[config.mk]
export PLATFORM = sky130hd
export DESIGN_NAME = xmit_shift_reg
export DESIGN_NICKNAME = d
export VERILOG_FILES = /design/src/rtl/xsr_pkg.sv /design/src/rtl/xsr_mode_dec.sv /design/src/rtl/xsr_core.sv /design/src/rtl/xsr_bit_pick.sv /design/src/rtl/xsr_bus_drv.sv /design/src/rtl/xmit_shift_reg.sv
export SDC_FILE = /design/constraint.sdc
export NUM_CORES = 1
export LEC_CHECK = 0
export ABC_AREA = 0
export BUFFER_PORTS_ARGS = -buffer_cell sky130_fd_sc_hd__buf_2
export CAP_MARGIN = 25
export CORE_UTILIZATION = 30
export DETAILED_ROUTE_END_ITERATION = 10
export HOLD_SLACK_MARGIN = 0.05
export SETUP_SLACK_MARGIN = 0.15
export SLEW_MARGIN = 20
export SYNTH_ARGS = -nofsm -noshare
export SYNTH_HDL_FRONTEND = slang
export SYNTH_SLANG_ARGS = --single-unit
[constraint.sdc]
create_clock -name clk -period 1.2 [get_ports clk]
set_input_delay 0.12 -clock clk [delete_from_list [all_inputs] [get_ports clk]]
set_output_delay 0.12 -clock clk [all_outputs]
set_load 0.02 [all_outputs]
[src/rtl/xsr_pkg.sv]
package xsr_pkg;
    typedef enum logic [1:0] {
        MODE_HOLD  = 2'b00,
        MODE_LEFT  = 2'b01,
        MODE_RIGHT = 2'b10,
        MODE_LOAD  = 2'b11
    } xsr_mode_e;
endpackage

[src/rtl/xsr_mode_dec.sv]
module xsr_mode_dec
    import xsr_pkg::*;
(
    input  logic      shl_en,
    input  logic      shr_en,
    output xsr_mode_e mode
);
    always_comb begin
        unique case ({shr_en, shl_en})
            2'b00:   mode = MODE_HOLD;
            2'b01:   mode = MODE_LEFT;
            2'b10:   mode = MODE_RIGHT;
            default: mode = MODE_LOAD;
        endcase
    end
endmodule

[src/rtl/xsr_core.sv]
module xsr_core
    import xsr_pkg::*;
#(
    parameter int WIDTH = 16
) (
    input  logic             clk,
    input  logic             rst_n,
    input  xsr_mode_e        mode,
    input  logic [WIDTH-1:0] par_in,
    input  logic             fill_hi,
    input  logic             fill_lo,
    output logic [WIDTH-1:0] word_q
);
    logic [WIDTH-1:0] word_d;

    // Next-value selection, one arm per mode
    always_comb begin
        unique case (mode)
            MODE_HOLD:  word_d = word_q;
            MODE_LEFT:  word_d = {fill_hi, word_q[WIDTH-1:1]};
            MODE_RIGHT: word_d = {word_q[WIDTH-2:0], fill_lo};
            default:    word_d = par_in;
        endcase
    end

    // State register with asynchronous clear
    always_ff @(posedge clk or negedge rst_n) begin
        if (!rst_n) word_q <= '0;
        else        word_q <= word_d;
    end

    AST_LOAD_TAKES_INPUT: assert property (@(posedge clk) disable iff (!rst_n)
        (mode == MODE_LOAD) |=> (word_q == $past(par_in)));
    AST_LEFT_MOVES_DOWN: assert property (@(posedge clk) disable iff (!rst_n)
        (mode == MODE_LEFT) |=> (word_q == {$past(fill_hi), $past(word_q[WIDTH-1:1])}));
    AST_RIGHT_MOVES_UP: assert property (@(posedge clk) disable iff (!rst_n)
        (mode == MODE_RIGHT) |=> (word_q == {$past(word_q[WIDTH-2:0]), $past(fill_lo)}));
    AST_HOLD_STABLE: assert property (@(posedge clk) disable iff (!rst_n)
        (mode == MODE_HOLD) |=> $stable(word_q));
endmodule

[src/rtl/xsr_bit_pick.sv]
module xsr_bit_pick #(
    parameter int WIDTH = 16,
    localparam int SEL_W = $clog2(WIDTH)
) (
    input  logic [WIDTH-1:0] word,
    input  logic [SEL_W-1:0] sel,
    output logic             hit
);
    logic [WIDTH-1:0] match;

    // Decoded one-hot mask ANDed with the word, then OR-reduced
    for (genvar i = 0; i < WIDTH; i++) begin : g_lane
        assign match[i] = word[i] && (sel == SEL_W'(i));
    end

    assign hit = |match;
endmodule

[src/rtl/xsr_bus_drv.sv]
module xsr_bus_drv #(
    parameter int WIDTH = 16
) (
    input  logic [WIDTH-1:0] word,
    input  logic             wr,
    output logic [WIDTH-1:0] bus_n
);
    for (genvar i = 0; i < WIDTH; i++) begin : g_drv
        assign bus_n[i] = ~(word[i] & wr);
    end
endmodule

[src/rtl/xmit_shift_reg.sv]
module xmit_shift_reg
    import xsr_pkg::*;
#(
    parameter int WIDTH = 16,
    localparam int SEL_W = $clog2(WIDTH)
) (
    input  logic             clk,
    input  logic             rst_n,
    input  logic             shl_en,
    input  logic             shr_en,
    input  logic [WIDTH-1:0] par_in,
    input  logic             fill_hi,
    input  logic             fill_lo,
    input  logic [SEL_W-1:0] bit_sel,
    input  logic             bus_wr,
    output logic [WIDTH-1:0] word_q,
    output logic             bit_hit,
    output logic [WIDTH-1:0] bus_n
);
    xsr_mode_e mode;

    xsr_mode_dec u_dec (
        .shl_en (shl_en),
        .shr_en (shr_en),
        .mode   (mode)
    );

    xsr_core #(.WIDTH(WIDTH)) u_core (
        .clk     (clk),
        .rst_n   (rst_n),
        .mode    (mode),
        .par_in  (par_in),
        .fill_hi (fill_hi),
        .fill_lo (fill_lo),
        .word_q  (word_q)
    );

    xsr_bit_pick #(.WIDTH(WIDTH)) u_pick (
        .word (word_q),
        .sel  (bit_sel),
        .hit  (bit_hit)
    );

    xsr_bus_drv #(.WIDTH(WIDTH)) u_drv (
        .word  (word_q),
        .wr    (bus_wr),
        .bus_n (bus_n)
    );

    AST_BIT_TEST_MATCH: assert property (@(posedge clk) disable iff (!rst_n)
        (bit_hit == word_q[bit_sel]));
    AST_BUS_DRIVE_INV: assert property (@(posedge clk) disable iff (!rst_n)
        bus_wr |-> ((bus_n ^ word_q) == {WIDTH{1'b1}}));
    AST_BUS_IDLE_HIGH: assert property (@(posedge clk) disable iff (!rst_n)
        !bus_wr |-> (bus_n == {WIDTH{1'b1}}));
endmodule

==> flow_summary.json <==
{
  "avgViaCountPerCell": 5.25,
  "regToRegEndpoint": "u_core.word_q[9]",
  "min_path_type": "primary input to flip-flop",
  "fillCellCount": 270,
  "dieArea_sq_um": 3980,
  "synth_xor_area_share_pct": 0,
  "htreeDepth": 1,
  "grt_max_degree": 33,
  "rrSetupSlack_ns": -0.02,
  "synth_area_sq_um": 1120,
  "cap_violations": 0,
  "placed_cell_area_sq_um": 1750,
  "worstReg2RegStart": "u_core.word_q[8]",
  "drt-total-wl_mm": 4.12,
  "vias": 1286,
  "crit_start": "u_core.word_q[3]",
  "rows": 21,
  "crit_fanout": 2,
  "status": "finished with violations",
  "end_kind": "output pin",
  "largest_reg_flops": 16,
  "final_nets": 230,
  "final_max_slew_viol_count": 0,
  "slew_headroom_pct": 58.7,
  "grt_pass1_vias": 1323,
  "clock_latency_ns": 0.24,
  "io_buffers": 59,
  "max-vdd-ir-drop_v": 0.000606,
  "drt_iter0_markers": 39,
  "post-route-cell-area_sq_um": 2270,
  "power_density_nw_per_um2": 1200,
  "violations": "negative setup slack",
  "postRouteAntennaNets": 0,
  "syn_nets": 150,
  "clkSinkCount": 16,
  "grt_setup_unrepaired": "true",
  "path_class": "flip-flop to output pin",
  "reg2reg_depth": 5,
  "fmax_mhz": 597,
  "fin_skew_ns": 0.000863,
  "syn_avg_cell_area_sq_um": 9.32,
  "grt.overflow.total": 0,
  "synth_top_family_by_area": "compound AO/OA/AOI/OAI gates",
  "antenna_cells": 0,
  "yosys_register_bits": 16,
  "synth_warnings": 0,
  "antenna_found_initial": 0,
  "setup-violations-final": 4,
  "p_leak_nw": 1.04,
  "synth-compound-area-share_pct": 32.2,
  "globalplace.congestion": 0.769,
  "yosys.area_share.adder_pct": 3.36,
  "root_buffer": "clkbuf_8",
  "clk_path_buf_depth": 2,
  "syn_to_final_growth_pct": 103,
  "cts_tree": "yes",
  "track_usage_pct": 21.1,
  "path_clk_slew_ns": 0.06,
  "die_w_um": 63.1,
  "endpoint": "bit_hit",
  "finalCriticalPeriod_ns": 1.67,
  "syn-instance-count": 120,
  "first_pass_iters": 4,
  "grt_pass1_wl_mm": 6.48,
  "io_pins": 60,
  "wire_per_inst_um": 16.8,
  "numCtsBuffers": 3,
  "die_y_um": 63.1,
  "ys_types": 14,
  "synthMuxAreaShare_pct": 12.1,
  "stdcell_count": 245,
  "start_util_pct": 32.5,
  "top_regs": "u_core.word_q x16",
  "crit_required_ns": 1.08,
  "fin_ws_ns": -0.475,
  "drive_above_1_share_pct": 81.4,
  "synth_simple_gate_area_share_pct": 10.7,
  "hpwl_mm": 2.68,
  "synth-seq-area-share_pct": 35.8,
  "crit_arrival_ns": 1.55,
  "hold_violations": 0,
  "period_share_pct": 140,
  "tightest_slew_ns": 0.620,
  "drc": 0,
  "place_inst": 236,
  "core-area_sq_um": 3440,
  "crit_path_start_kind": "flip-flop",
  "largest_register": "u_core.word_q"
}
==> through the flow <==
step | setup WS [ns] | utilization [%] | total power [mW] | TNS (ns) | hold slack [ns]
2_1_floorplan | -0.147 | - | 1.35 | -0.147 | -0.176
3_3_place_gp | -0.193 | 50.7 | 1.79 | -0.214 | 0.0488
3_5_place_dp | -0.201 | 50.7 | 1.81 | -0.282 | 0.0641
4_1_cts | -0.473 | 63.0 | 2.62 | -0.473 | 0.280
5_1_grt | -0.526 | 65.8 | 2.87 | -0.823 | 0.315
6_report | -0.475 | 65.8 | 2.73 | -0.532 | 0.284
==> cells by family after synthesis <==
| logic type | count (synthesis) |
|---|---|
| fa+ha+maj | 3 |
| simple gates | 32 |
| mux | 7 |
| buf+inv | 14 |
| compound gates | 48 |
| flops | 16 |
==> placed cells by master, fill, tap and decap left out, types with 4 or more instances in the layout <==
cell type  Yosys  routed
dfrtp_2        0      16
buf_2          2      26
a21o_1        16      16
buf_6          0      50
clkbuf_8       0       4
nand2_4        0       6
a22oi_2        0      16
mux4_2         0       4
buf_4          2       6
nor2_1        16      16
buf_12         0       4
nand2_2        0      10
a211oi_2       0      14
==> area by class of cell <==
cell class / count / area [sq um] / area share [%]
repair buffers: 87 / 828 / 36.6
well taps: 46 / 57.6 / 2.54
flip-flops and latches: 16 / 420 / 18.6
inverters: 2 / 15.0 / 0.663
multi-input cells: 90 / 890 / 39.3
clock buffers: 4 / 55.1 / 2.43
==> worst max-delay path: stages (launching register included) <==
cell and delay (ns):
dfrtp_2 0.41, mux4_2 0.47, mux2i_1 0.18, mux2i_2 0.09, buf_4 0.16
==> cells in the mapped netlist <==
cell      count  area share (%)
a211oi_1     16              11
a21o_1       16              11
a22oi_1      16              11
buf_2         2            0.89
buf_4         2             1.3
clkbuf_1      6             2.0
clkbuf_2      2            0.89
dfrtp_1      16              36
ha_1          3             3.4
inv_1         2            0.67
mux2i_1       3             2.7
mux4_1        4             9.4
nand2_1      16             5.4
nor2_1       16             5.4
==> per-layer routing <==
metal  GRT usage, %  share of wire, %  up-vias
met5              0                 0        -
met4           7.56               1.0        0
met3           2.36               3.3        4
met2           38.3                56       37
met1           25.4                40      644
li1               -                 -      601
==> how the worst min path moves through the flow <==
stage               slack, ns                 to  depth (start not counted)  startpoint
finish                   0.28   u_core.word_q[5]                          4   par_in[5]
global route             0.32  u_core.word_q[14]                          4  par_in[14]
CTS                      0.28   u_core.word_q[7]                          4   par_in[7]
detailed placement       0.06  u_core.word_q[15]                          1       rst_n
global placement         0.05  u_core.word_q[15]                          1       rst_n
floorplan               -0.18   u_core.word_q[0]                          0       rst_n
==> where the power goes <==
group          leakage [nW]  switching, mW  internal (mW)  total (mW)
Combinational         0.837          0.751          0.804        1.56
Sequential            0.177         0.0628          0.641       0.704
Clock                0.0288          0.180          0.290       0.470
Total                  1.04          0.994           1.74        2.73
==> what timing repair did <==
| item | in CTS | in global routing |
|---|---|---|
| endpoints found under the hold margin | 16 | 0 |
| pin swaps | 15 | 5 |
| resized for setup | 102 | 20 |
| buffers inserted | 1 | 3 |
| endpoints found under the setup margin | 49 | 47 |
| hold buffers | 1 | 0 |
Note: power is estimated with default switching activity, not from simulation.
